`src/rtl/bilbo_pkg.sv`:
```
package bilbo_pkg;

  typedef enum logic [1:0] {
    MODE_SCAN  = 2'b00,
    MODE_CLEAR = 2'b01,
    MODE_TEST  = 2'b10,
    MODE_FUNC  = 2'b11
  } bilbo_mode_e;

endpackage

```
`src/rtl/bilbo_feedback.sv`:
```
module bilbo_feedback #(
  parameter int              WIDTH = 8,
  parameter logic [WIDTH-1:0] TAPS = 8'hB8
) (
  input  logic [WIDTH-1:0] state,
  output logic             fb
);

  logic [WIDTH-1:0] tap_hit;

  for (genvar i = 0; i < WIDTH; i++) begin : g_tap
    if (TAPS[i]) begin : g_used
      assign tap_hit[i] = state[i];
    end else begin : g_unused
      assign tap_hit[i] = 1'b0;
    end
  end

  assign fb = ^tap_hit;

endmodule

```
`src/rtl/bilbo_next_state.sv`:
```
module bilbo_next_state
  import bilbo_pkg::*;
#(
  parameter int WIDTH = 8
) (
  input  bilbo_mode_e      mode,
  input  logic             compact_sel,
  input  logic [WIDTH-1:0] state,
  input  logic             fb,
  input  logic [WIDTH-1:0] din,
  input  logic [WIDTH-1:0] seed,
  input  logic             scan_in,
  output logic [WIDTH-1:0] nxt
);

  logic [WIDTH-1:0] shifted_fb;
  logic [WIDTH-1:0] shifted_si;
  logic [WIDTH-1:0] folded;
  logic             is_zero;

  assign shifted_fb = {state[WIDTH-2:0], fb};
  assign shifted_si = {state[WIDTH-2:0], scan_in};
  assign is_zero    = (state == '0);

  for (genvar i = 0; i < WIDTH; i++) begin : g_fold
    assign folded[i] = shifted_fb[i] ^ din[i];
  end

  always_comb begin
    case (mode)
      MODE_SCAN:  nxt = shifted_si;
      MODE_CLEAR: nxt = '0;
      MODE_TEST: begin
        if (compact_sel)  nxt = folded;
        else if (is_zero) nxt = seed;
        else              nxt = shifted_fb;
      end
      default:    nxt = din;
    endcase
  end

endmodule

```
`src/rtl/bilbo_reg.sv`:
```
module bilbo_reg
  import bilbo_pkg::*;
#(
  parameter int              WIDTH = 8,
  parameter logic [WIDTH-1:0] TAPS = 8'hB8
) (
  input  logic             clk,
  input  logic             rst,
  input  logic [1:0]       mode,
  input  logic             compact_sel,
  input  logic [WIDTH-1:0] seed,
  input  logic [WIDTH-1:0] din,
  input  logic             scan_in,
  output logic [WIDTH-1:0] dout,
  output logic             scan_out
);

  localparam int TOP = WIDTH - 1;

  bilbo_mode_e      mode_e;
  logic [WIDTH-1:0] state_q;
  logic [WIDTH-1:0] state_d;
  logic             fb;

  assign mode_e = bilbo_mode_e'(mode);

  bilbo_feedback #(.WIDTH(WIDTH), .TAPS(TAPS)) u_feedback (
    .state (state_q),
    .fb    (fb)
  );

  bilbo_next_state #(.WIDTH(WIDTH)) u_next (
    .mode        (mode_e),
    .compact_sel (compact_sel),
    .state       (state_q),
    .fb          (fb),
    .din         (din),
    .seed        (seed),
    .scan_in     (scan_in),
    .nxt         (state_d)
  );

  always_ff @(posedge clk) begin
    if (rst) state_q <= '0;
    else     state_q <= state_d;
  end

  assign dout     = state_q;
  assign scan_out = state_q[TOP];

  AST_RESET_CLEARS: assert property (@(posedge clk)
    rst |=> (dout == '0));

  AST_LOAD_CAPTURE: assert property (@(posedge clk) disable iff (rst)
    (mode == 2'b11) |=> (dout == $past(din)));

  AST_CLEAR_ZERO: assert property (@(posedge clk) disable iff (rst)
    (mode == 2'b01) |=> (dout == '0));

  AST_SCAN_SHIFT: assert property (@(posedge clk) disable iff (rst)
    (mode == 2'b00) |=> (dout[0] == $past(scan_in)) &&
                        (dout[TOP:1] == $past(dout[TOP-1:0])));

  AST_GEN_SHIFT: assert property (@(posedge clk) disable iff (rst)
    (mode == 2'b10 && !compact_sel && dout != '0) |=>
      (dout[TOP:1] == $past(dout[TOP-1:0])));

  AST_GEN_NO_LOCK: assert property (@(posedge clk) disable iff (rst)
    (mode == 2'b10 && !compact_sel && dout == '0) |=>
      (dout == $past(seed)));

  AST_COMPACT_FOLD: assert property (@(posedge clk) disable iff (rst)
    (mode == 2'b10 && compact_sel) |=>
      (dout[TOP:1] == ($past(dout[TOP-1:0]) ^ $past(din[TOP:1]))));

endmodule

```
`config.mk`:
```
export PLATFORM = sky130hd
export DESIGN_NAME = bilbo_reg
export DESIGN_NICKNAME = d
export VERILOG_FILES = /design/src/rtl/bilbo_pkg.sv /design/src/rtl/bilbo_feedback.sv /design/src/rtl/bilbo_next_state.sv /design/src/rtl/bilbo_reg.sv
export SDC_FILE = /design/constraint.sdc
export NUM_CORES = 1
export LEC_CHECK = 0
export ABC_AREA = 1
export BUFFER_PORTS_ARGS = -buffer_cell sky130_fd_sc_hd__buf_2
export CORE_MARGIN = 4
export CORE_UTILIZATION = 40
export DETAILED_ROUTE_END_ITERATION = 8
export HOLD_SLACK_MARGIN = 0.08
export PLACE_DENSITY = 0.78
export SLEW_MARGIN = 30
export SYNTH_ARGS = -nofsm -noshare
export SYNTH_HDL_FRONTEND = slang
export SYNTH_HIERARCHICAL = 1
export SYNTH_SLANG_ARGS = --single-unit
```
`constraint.sdc`:
```
create_clock -name clk -period 1.45 [get_ports clk]
set_input_delay 0.29 -clock clk [delete_from_list [all_inputs] [get_ports clk]]
set_output_delay 0.29 -clock clk [all_outputs]
set_load 0.1 [all_outputs]
```
* Yosys cells after proc, flatten, opt, wreduce, memory -nomap -nowiden
Index checks and enable logic that the tools add are counted.
W data, S select, Z words.
** Word-level totals
- Bits in registers :: 8
- Latch bits :: 0
- RAM bits :: 0
- Bits in read-only memories :: 0
- Bits of input ports :: 22
- Output and inout bits :: 9
- Logic and storage cells :: 17
- Memories :: 0
** Cells by class
- Add/sub/neg operators :: 0
- Multiply operators :: 0
- Divide/modulo/power cells :: 0
- $lt $le $gt $ge :: 0
- Equal/unequal tests :: 2
- Shifts and indexed selects :: 0
- Mux-type cells :: 3
- Bitwise logic cells :: 8
- Reduce and logical (&&, ||, !) cells :: 3
** Operators by type and width (number)
- $pmux W8 S3 :: 1
- $mux W8 :: 2
- $logic_not A8 Y1 :: 1
- $reduce_xor A8 Y1 :: 1
- $xor A1 B1 Y1 :: 8
- $eq A2 B1 Y1 const B :: 1
- $eq A2 B2 Y1 const B :: 1
- $logic_not A2 Y1 :: 1

* Logic depth before layout (Yosys ltp)
Gate-level depths: netlist of run 1.
- Depth in word-level cells :: 4
- Mapped depth :: 13
- Mapped depth without buffers :: 13

* Cells and area by module
The synthesis of run 1 kept the hierarchy.
** By module, submodules not included
- bilbo_next_state :: instances 1, cells each 110, area each 478.0 µm², sequential area each 0.0 µm²
- bilbo_reg :: instances 1, cells each 26, area each 239.0 µm², sequential area each 160.2 µm²
- bilbo_feedback :: instances 1, cells each 15, area each 63.8 µm², sequential area each 0.0 µm²

* Least setup slack after synthesis of run 1
No wires, ideal clock.
- Path type :: reg2reg
- Start point :: register state_q[4] (netlist: dout[4])
- End point :: register state_q[0] (netlist: dout[0])
- Setup time :: 0.111 ns
- Data arrival time :: 1.837 ns
- Data required time :: 1.339 ns
- Slack :: -0.498 ns
- Cell stages (with the launch flop) :: 14
- Buffers on the path :: 0
- Clock period less this slack :: 1.948 ns
- Cells stage by stage :: dfxtp_1 -> nand2_1 -> inv_1 -> nor2_1 -> nand2_1 -> nand2_1 -> a21oi_1 -> o21ai_0 -> nand2_1 -> inv_1 -> nand2_1 -> nand2_1 -> inv_1 -> nor2_1
** Between the ends
- Cells in the longest elaborated chain, start to end :: 4
** RTL lines
- start, declared :: RTL line bilbo_reg.sv:21 : logic [WIDTH-1:0] state_q;
- start signal, assigned :: RTL line bilbo_reg.sv:45 : else state_q <= state_d;
- $reduce_xor A8 Y1 * :: RTL line bilbo_feedback.sv:19 : assign fb = ^tap_hit;
- named net fb :: RTL line bilbo_reg.sv:23 : logic fb;
- $mux W8 / $xor A1 B1 Y1 (equally long branches) :: RTL line bilbo_next_state.sv:35, bilbo_next_state.sv:26
- $mux W8 * :: RTL line bilbo_next_state.sv:34 : if (compact_sel) nxt = folded;
- $pmux W8 S3 * :: RTL line bilbo_next_state.sv:30 : case (mode)
- named net state_d[0] :: RTL line bilbo_reg.sv:22 : logic [WIDTH-1:0] state_d;
The timed path passes the listed nets; every way through them passes the cells marked *.
A chain may end at the register's enable or synchronous reset.

* Worst setup path after layout of run 1
- Start point :: register state_q[3] (netlist: dout[3])
- End point :: output dout[3]
** RTL lines
- end, declared :: RTL line bilbo_reg.sv:14 : output logic [WIDTH-1:0] dout,
No word-level cell between the ends.

==> summary.txt, run 1 <==
IO Port Bufs = 30
worst hold slack = 0.304 ns
most frequent cells in the layout = inv_1 (45), nand2_1 (35), buf_2 (30), nor2_1 (21), o21ai_0 (16)
syn nets = 173
Flop pwr share = 32.5%
Final setup viols = 0
Yosys top cell area share = 21.6%
Clock power frac = 21.4%
sequential share of the synthesized area = 20.5%
Routed WL per cell = 10.2 um
final worst-path cycle share = 94.9%
Comb power frac = 46.1%
Synth cell types = 17
Sink Count = 8
Final Hold Vio Count = 0
largest net degree at the start of global routing = 10
FF-to-FF setup slack = 0.18 ns
die area = 2720 sq um
DR vias = 948
maximum fanout along the worst path = 7
Worst VDD drop = 0.354 mV
Mapped Cells = 151
Total Wirelength = 2120 um
vias per cell = 4.58
Tot Pwr = 793 uW
Clock transition at path regs = 0.05 ns
Synth area leaders = inv_1 (22%), dfxtp_1 (21%), nand2_1 (17%), o21ai_0 (10%), nor2_1 (10%)
Post-CTS Setup Bufs = 0
crit-path cells = buf_2
H-tree depth = 1
switch share = 45.1%
Ys Warns = 6
max frequency = 727 MHz
Final Worst Setup Slack = 0.0739 ns
PwrDens = 810 nW/um^2
Fill cells = 190
initial antenna violation count = 0
RSZ-0062 raised after global routing = no
Top Family by Delay on Critical Path = buffers and inverters
area occupied by registers = 170 sq um
Root Driver = clkbuf_4
worst slack, placed = 0.179 ns
Diodes inserted = 0
P_leak = 0.000611 uW
CP arrival = 1.09 ns
die width = 52.2 um
Setup CP Type = register to output port
hold crit path type = input port to register
# IOs = 31
most common cell after layout, fill and taps aside = inv_1
Worst slew margin = 67.3%
Worst EP required = 1.16 ns
critical path's slowest cell = buf_2
final setup TNS = 0 ns
vias in the first global route = 883
Max Slew Vio Count = 0
NumNets Final = 206
DR pass1 iterations = 4
Hold Buf Count CTS = 0
post-DP HPWL = 1660 um
Total Routing Usage GR = 17.1%
core area = 1780 sq um
CP startpoint kind = register
number of nets with antenna violations after routing = 0
GPL Wtd Cong = 0.836
max reg flops = 8
Die Y = 52.2 um
flops & latches, synth = 8
PostCTS Resize Cnt = 0
P_sw = 358 uW
CTS buffer count = 3
Bufs on Longest Clock Path = 2
Worst-Skew Late Latency = 0.25 ns
worst-margin pin slew = 0.494 ns
Internal = 435 uW
layout cells sized above 1 = 25.3%
status = complete, no violations
syn_area_per_cell = 5.17 sq um
GRT overflow = 0
CP peak stage delay = 0.45 ns
worst path bufs/invs = 1
Iter 0 DRT Violations = 26
# rows = 15
Synth Cell Area = 781 sq um
CTS tree = yes
Synth area leader = inv_1
endpoint class of the critical path = output port
multi-input logic area = 424 sq um
minimum clock period = 1.38 ns
Initial Util = 43.8%
DRC violations left = 0
Clock Skews = 0.00336 ns
first-pass GRT wire length = 3490 um
area grow syn2layout = 25.3%
max cap viols = 0
Final Util = 54.9%
cell families (layout without fill, tap and decap cells):
logic type	after synthesis	count (layout)	synth area share (%)
simple gates	68	68	35.9
buf+inv	49	80	25.2
flops	8	8	20.5
xor+xnor	1	1	1.12
compound gates	25	25	17.3
per-stage QoR:
stage	area (sq um)	instances
final	978	207
after global routing	978	207
after CTS	978	207
after detailed placement	956	204
after global placement	956	204
after floorplan	791	151
Yosys cell counts:
master   number
nor2_4        1
nand2_2       1
nor2_1       21
o22ai_1       8
a21oi_1       1
inv_2         1
buf_2         1
inv_1        45
xnor2_1       1
buf_4         1
nand3_1       8
nor2_2        1
nand2_1      35
buf_6         1
dfxtp_1       8
o21ai_0      16
or2_1         1
cell type report:
class / count / share of cell area (%)
Timing Repair Buffer: 31 / 16.1
Sequential cell: 8 / 17.4
Inverter: 46 / 17.6
Multi-Input combinational cell: 94 / 43.4
Clock buffer: 3 / 2.30
Tap cell: 25 / 3.20
power groups by stage:
stage	combinational, uW	sequential (uW)	clock [uW]
floorplan	178	366	0
global placement	357	262	0
detailed placement	365	262	0
CTS	367	257	179
global route	403	260	188
finish	366	258	170
worst paths after layout:
path / cells after the start / start / endpoint
worst max-delay path: 1 / dout[3]$_SDFF_PP0_ / dout[3]
worst min-delay path: 2 / rst / dout[0]$_SDFF_PP0_
worst max register to register: 13 / dout[5]$_SDFF_PP0_ / dout[0]$_SDFF_PP0_
worst min register to register: 6 / dout[6]$_SDFF_PP0_ / dout[7]$_SDFF_PP0_
routing by layer:
metal  wire, um  share of wire (%)  global-route usage, %  vias to the layer above
li1           -                  -                      -                      512
met1        946                 45                   18.9                      412
met2       1060                 50                   31.4                       22
met3         92                4.3                   1.42                        2
met4         17               0.80                   9.79                        0
met5          0                  0                      0                        -
(Power assumes the default switching activity.)
==> inputs of run 2 (changes only) <==
--- a/config.mk
+++ b/config.mk
@@ -8,10 +8,10 @@
 export ABC_AREA = 1
 export BUFFER_PORTS_ARGS = -buffer_cell sky130_fd_sc_hd__buf_2
 export CORE_MARGIN = 4
-export CORE_UTILIZATION = 40
+export CORE_UTILIZATION = 47
 export DETAILED_ROUTE_END_ITERATION = 8
 export HOLD_SLACK_MARGIN = 0.08
-export PLACE_DENSITY = 0.78
+export PLACE_DENSITY = 0.88
 export SLEW_MARGIN = 30
 export SYNTH_ARGS = -nofsm -noshare
 export SYNTH_HDL_FRONTEND = slang
==> run 2 against run 1 <==
Sequential power hardly changed. Register-to-register slack worse by 0.06 ns. Clock power is 5% higher. Sequential share of layout area increased by 0.42 points. Clock skew up 0.0019 ns. Non-clock buffer count unchanged. Utilization up 8.0 points. Worst setup slack got worse by 0.0063 ns. First-iteration DRC count increased by 12%. Maximum frequency down 0.46%. Via count rose by 5.6%. Critical path type unchanged. Largest cell class unchanged. Highest routed layer unchanged.
==> summary.txt, run 2 (synthesis results as in run 1) <==
status = complete, no violations
Internal = 435 uW (-0.11%)
Setup CP Type = register to output port
max reg flops = 8 (unchanged)
Bufs on Longest Clock Path = 2 (unchanged)
most frequent cells in the layout = inv_1 (45), nand2_1 (35), buf_2 (30), nor2_1 (21), o21ai_0 (16)
Worst Hold Path Cells = 2 (unchanged)
Crit. Startpoint = dout[4]$_SDFF_PP0_
Tot Pwr = 806 uW (+1.6%)
DR vias = 1,001 (+5.6%)
crit-path cells = buf_2
Clock power frac = 22.2% (+0.8 points)
maximum fanout along the worst path = 6 (-1)
worst-margin pin slew = 0.490 ns (-0.00324 ns)
# IOs = 31 (unchanged)
RR Endpoint = dout[0]$_SDFF_PP0_
hold worst-path end = dout[7]$_SDFF_PP0_
worst path bufs/invs = 1 (unchanged)
Hold Buf Count CTS = 0 (unchanged)
Final setup viols = 0 (unchanged)
die width = 48.8 um (-6.6%)
GRT overflow = 0 (unchanged)
minimum clock period = 1.38 ns (+0.00630 ns)
post-DP HPWL = 1670 um (+0.37%)
layout cells sized above 1 = 25.3% (unchanged)
die area = 2380 sq um (-13%)
GPL Wtd Cong = 0.893 (+6.8%)
CP arrival = 1.09 ns (about the same)
IO Port Bufs = 30 (unchanged)
Root Driver = clkbuf_4
hold crit path type = input port to register
placed insts = 195 (-4.4%)
final worst-path cycle share = 95.3% (+0.43 points)
critical path's slowest cell = buf_2
reg2reg start = dout[4]$_SDFF_PP0_
# rows = 14 (-1)
P_sw = 371 uW (+3.7%)
FF-to-FF setup slack = 0.12 ns (-0.06 ns)
Worst-Skew Late Latency = 0.26 ns (about the same)
first-pass GRT wire length = 3910 um (+12%)
Total Wirelength = 2290 um (+8.1%)
DRC violations left = 0 (unchanged)
Final Worst Setup Slack = 0.0676 ns (-0.00630 ns)
max cap viols = 0 (unchanged)
R2R cell count = 13 (unchanged)
Die Y = 48.8 um (-6.6%)
core area = 1540 sq um (-14%)
Worst VDD drop = 0.521 mV (+47%)
vias in the first global route = 955 (+8.2%)
Clock Skews = 0.00527 ns (+0.00191 ns)
PostCTS Resize Cnt = 0 (unchanged)
Top Family by Delay on Critical Path = buffers and inverters
PwrDens = 831 nW/um^2 (+2.5%)
CP peak stage delay = 0.45 ns (about the same)
largest net degree at the start of global routing = 10 (unchanged)
DR pass1 iterations = 4 (unchanged)
Total Routing Usage GR = 19.8% (+2.8 points)
max frequency = 723 MHz (-0.46%)
Comb power frac = 45.9% (-0.2 points)
hold path start = rst
most common cell after layout, fill and taps aside = inv_1
initial antenna violation count = 0 (unchanged)
CP startpoint kind = register
P_leak = 0.000611 uW (about the same)
NumNets Final = 206 (unchanged)
Worst slew margin = 67.5% (+0.21 points)
Max Slew Vio Count = 0 (unchanged)
area grow syn2layout = 24.2%
Cell Count, Final, Fillers Out = 198 (-4.3%)
endpoint class of the critical path = output port
Clock transition at path regs = 0.06 ns (about the same)
number of nets with antenna violations after routing = 0 (unchanged)
Worst EP required = 1.16 ns (about the same)
Diodes inserted = 0 (unchanged)
vias per cell = 5.06 (+10%)
H-tree depth = 1 (unchanged)
Post-CTS Setup Bufs = 0 (unchanged)
Final Hold Vio Count = 0 (unchanged)
switch share = 46.1% (+0.93 points)
worst slack, placed = 0.132 ns (-0.0473 ns)
Initial Util = 50.6% (+6.9 points)
Routed WL per cell = 11.6 um (+13%)
Iter 0 DRT Violations = 29 (+12%)
Sink Count = 8 (unchanged)
Fill cells = 151 (-21%)
CTS tree = yes
Flop pwr share = 31.9% (-0.6 points)
CTS buffer count = 3 (unchanged)
run 2: cell counts in the layout (fill, tap and decap cells not counted):
No cell type changed its count.
run 2: final cells by class:
type	count	area (sq um)	area share, %
clock buffer	3	22.5	2.32
timing repair buffer	31	158	16.3
inverter	46	173	17.8
multi-input combinational	94	424	43.7
tap	16	20.0	2.06
sequential	8	173	17.8
run 2: per-stage QoR:
stage,area (sq um),util (%),hold slack (ns),TNS (ns)
after CTS,967,62.7,0.315,0
final,970,62.9,0.314,0
after floorplan,791,-,0.462,-0.134
after global placement,945,61.3,0.584,0
after global routing,970,62.9,0.316,-0.00208
after detailed placement,945,61.3,0.587,0
run 2: power groups by stage:
stage | Sequential [uW] | Clock [uW] | Combinational (uW)
after CTS | 257 | 184 | 366
after detailed placement | 262 | 0 | 363
after global routing | 260 | 202 | 403
after floorplan | 366 | 0 | 178
final | 257 | 179 | 370
after global placement | 261 | 0 | 355
run 2: worst max path at each step:
stage                     slack (ns)                 end  depth (start not counted)
after floorplan                -0.13  dout[0]$_SDFF_PP0_                         13
after global placement          0.20  dout[0]$_SDFF_PP0_                         13
after detailed placement        0.13  dout[0]$_SDFF_PP0_                         13
after CTS                       0.05             dout[3]                          1
after global routing          -0.002  dout[0]$_SDFF_PP0_                         13
final                           0.07             dout[4]                          1
run 2: worst register-to-register path, delay by kind of cell (launching register included):
family                 cells  cell delay [ns]
buffers and inverters      3             0.14
flip-flops                 1             0.39
AND/OR/NAND/NOR            8             0.43
AO/OA/AOI/OAI              2             0.24
run 2: routing by layer:
layer  part of all wire, %  global-route usage [%]
met1                    41                    24.0
met2                    46                    30.9
met3                   8.9                    5.21
met4                   3.8                    12.1
met5                     0                       0
==> inputs of run 3 (changes only) <==
--- a/config.mk
+++ b/config.mk
@@ -8,12 +8,11 @@
 export ABC_AREA = 1
 export BUFFER_PORTS_ARGS = -buffer_cell sky130_fd_sc_hd__buf_2
 export CORE_MARGIN = 4
-export CORE_UTILIZATION = 47
+export CORE_UTILIZATION = 46
 export DETAILED_ROUTE_END_ITERATION = 8
 export HOLD_SLACK_MARGIN = 0.08
 export PLACE_DENSITY = 0.88
 export SLEW_MARGIN = 30
 export SYNTH_ARGS = -nofsm -noshare
 export SYNTH_HDL_FRONTEND = slang
-export SYNTH_HIERARCHICAL = 1
 export SYNTH_SLANG_ARGS = --single-unit
==> run 3 against run 2 <==
Sequential share of layout area is 1.0 points higher. Register-to-register slack got worse by 0.03 ns. Clock power increased by 13%. Power up 7.1%. Global-route usage up 2.5 points. Wire length fell by 5.7%. Final area decreased by 2.6%. Via count fell by 7.2%. Synthesized cell count decreased by 23%. Maximum frequency fell by 1.9%. Utilization up 5.4 points. Die area fell by 5.9%. Critical path type unchanged. Largest cell class unchanged. Highest routed layer unchanged.
==> summary.txt, run 3 <==
sequential share of the synthesized area = 22.5% (+2.0 points)
initial antenna violation count = 0 (unchanged)
die area = 2240 sq um (-5.9%)
vias per cell = 5.70 (+13%)
Crit. Startpoint = dout[1]$_SDFF_PP0_
CTS tree = yes
die width = 47.3 um (-3.0%)
Post-CTS Setup Bufs = 0 (unchanged)
Clock Skews = 0.00674 ns (+0.00146 ns)
Hold Buf Count CTS = 0 (unchanged)
IO Port Bufs = 30 (unchanged)
max cap viols = 0 (unchanged)
Final Hold Vio Count = 0 (unchanged)
Routed WL per cell = 13.2 um (+15%)
NumNets Final = 172 (-17%)
Yosys top cell area share = 22.5% (+0.90 points)
P_leak = 0.000472 uW (-23%)
Total Wirelength = 2160 um (-5.7%)
Bufs on Longest Clock Path = 2 (unchanged)
Initial Util = 51.4% (+0.75 points)
area grow syn2layout = 32.9%
CP peak stage delay = 0.45 ns (about the same)
top_reg_cell synth = dfxtp_1
WL met1 = 843 um (-10%)
met3 WL = 237 um (+16%)
Fill cells = 125 (-17%)
Ys Warns = 0 (-6)
async set-reset flop share out of synthesis = 0% (unchanged)
Synth Cell Area = 711 sq um (-9.0%)
first-pass GRT wire length = 3340 um (-14%)
number of nets with antenna violations after routing = 0 (unchanged)
core area = 1380 sq um (-10%)
multi-input logic area = 488 sq um (+15%)
syn_area_per_cell = 6.13 sq um (+18%)
H-tree depth = 1 (unchanged)
Worst VDD drop = 0.626 mV (+20%)
final worst-path cycle share = 97.2% (+1.8 points)
max frequency = 710 MHz (-1.9%)
crit-path cells = buf_2
# rows = 13 (-1)
Max Slew Vio Count = 0 (unchanged)
Final setup viols = 0 (unchanged)
post-DP HPWL = 1670 um (+0.24%)
most common cell after layout, fill and taps aside = buf_2
hold path start = rst
final setup TNS = 0 ns (unchanged)
Tot Pwr = 863 uW (+7.1%)
RSZ-0062 raised after global routing = yes
Post-DP Area = 888 sq um (-6.0%)
met2 routed WL = 977 um (-7.4%)
Commonest cells post-synth = nand2_1 (26), nand3_1 (21), inv_1 (15), dfxtp_1 (8), nor2_1 (8)
layout cells sized above 1 = 37.8% (+13 points)
Sink Count = 8 (unchanged)
CP arrival = 1.12 ns (+0.03 ns)
Die Y = 47.3 um (-3.0%)
largest net degree at the start of global routing = 10 (unchanged)
vias in the first global route = 791 (-17%)
maximum fanout along the worst path = 6 (unchanged)
DR vias = 929 (-7.2%)
Root Driver = clkbuf_4
CP startpoint kind = register
Mapped Cells = 116 (-23%)
worst path bufs/invs = 1 (unchanged)
most frequent cells in the layout = buf_2 (28), nand2_1 (25), nand3_1 (19), inv_1 (13), nor2_1 (8)
Total Routing Usage GR = 22.3% (+2.5 points)
max reg flops = 8 (unchanged)
critical path's slowest cell = buf_2
Worst slew margin = 67.9% (+0.35 points)
flops & latches, synth = 8 (unchanged)
Worst EP required = 1.16 ns (about the same)
area occupied by registers = 178 sq um (+2.9%)
endpoint class of the critical path = output port
PwrDens = 914 nW/um^2 (+10%)
worst-margin pin slew = 0.485 ns (-0.00524 ns)
DRC violations left = 0 (unchanged)
Top Family by Delay on Critical Path = buffers and inverters
# IOs = 31 (unchanged)
Setup CP Type = register to output port
minimum clock period = 1.41 ns (+0.0263 ns)
hold crit path type = input port to register
Synth area leaders = dfxtp_1 (23%), nand3_1 (15%), nand2_1 (14%), inv_1 (7.9%), a21oi_1 (4.9%)
Worst-Skew Late Latency = 0.27 ns (about the same)
CTS buffer count = 3 (unchanged)
Iter 0 DRT Violations = 42 (+45%)
Synth cell types = 23 (+6)
GPL Wtd Cong = 0.909 (+1.7%)
number of synthesized flops with an enable pin = 0 (unchanged)
syn nets = 139 (-20%)
top routing layer in use = met4
DR pass1 iterations = 4 (unchanged)
Diodes inserted = 0 (unchanged)
reg2reg start = dout[5]$_SDFF_PP0_
design area = 945 sq um (-2.6%)
most common cell in the netlist = nand2_1
Clock transition at path regs = 0.06 ns (about the same)
Synth area leader = dfxtp_1
GRT overflow = 0 (unchanged)
status = complete, no violations
-- run 3: cell types whose count changed after synthesis, sizes merged, moves of 4 or more --
cell   change
nor2      -13
a31oi      +4
o21ai     -10
nand2      -9
a21oi      +6
nand3     +13
inv       -28
o22ai      -6
-- run 3: layout make-up --
cell class | count | share of cell area, %
inverters | 19 | 7.55
multi-input cells | 86 | 51.7
clock buffers | 4 | 2.78
repair buffers | 31 | 17.2
well taps | 15 | 1.99
flip-flops and latches | 8 | 18.8
-- run 3: what timing repair did --
action                                  in CTS  in global routing
endpoints found under the setup margin       1                  5
resized for setup                            1                  7
pin swaps                                    0                  2
-- run 3: logic make-up (layout without fill, tap and decap cells) --
logic type | after synthesis | after routing | synth area share (%)
xor gates and xnor gates | 5 | 5 | 6.16
and+or+nand+nor | 59 | 59 | 40.3
adders and majority gates | 1 | 1 | 1.76
DFF | 8 | 8 | 22.5
buffers and inverters | 22 | 54 | 12.3
AOI/OAI and AO/OA | 21 | 21 | 16.9
-- run 3: layer usage --
layer / vias up / global-route usage, %
met2: 62 / 35.0
met5: - / 0
met4: 0 / 16.0
met1: 408 / 26.7
li1: 448 / -
met3: 11 / 4.60
-- run 3: report_power, final --
part / internal [uW] / leakage (uW) / switching, uW
Sequential: 236 / 0.0000698 / 25.9
Clock: 107 / 0.0000150 / 96.5
Combinational: 123 / 0.000388 / 276
-- run 3: final timing paths --
check	endpoint	slack, ns	cells after the start
worst max-delay path	dout[1]	0.04	1
worst min-delay path	dout[5]$_SDFF_PP0_	0.28	2
worst max register to register	dout[0]$_SDFF_PP0_	0.09	10
worst min register to register	dout[3]$_SDFF_PP0_	0.57	2
-- run 3: worst reg2reg max path, cell delays in order, from the launching register on --
cell	delay, ns
dfxtp_4	0.37
inv_2	0.06
ha_4	0.28
inv_1	0.05
nand2_1	0.07
nand3_2	0.07
nand2_1	0.07
nand2_1	0.05
nand3_1	0.06
nand3_1	0.07
a21oi_1	0.12
-- run 3: per-stage QoR --
stage | hold WS, ns | cells | setup slack (ns) | utilization, %
6_report | 0.283 | 163 | 0.0412 | 68.3
5_1_grt | 0.306 | 163 | -0.00469 | 68.3
4_1_cts | 0.283 | 163 | 0.0200 | 67.1
3_5_place_dp | 0.547 | 159 | 0.0123 | 64.3
3_3_place_gp | 0.522 | 159 | 0.0699 | 64.3
2_1_floorplan | 0.449 | 116 | -0.145 | -
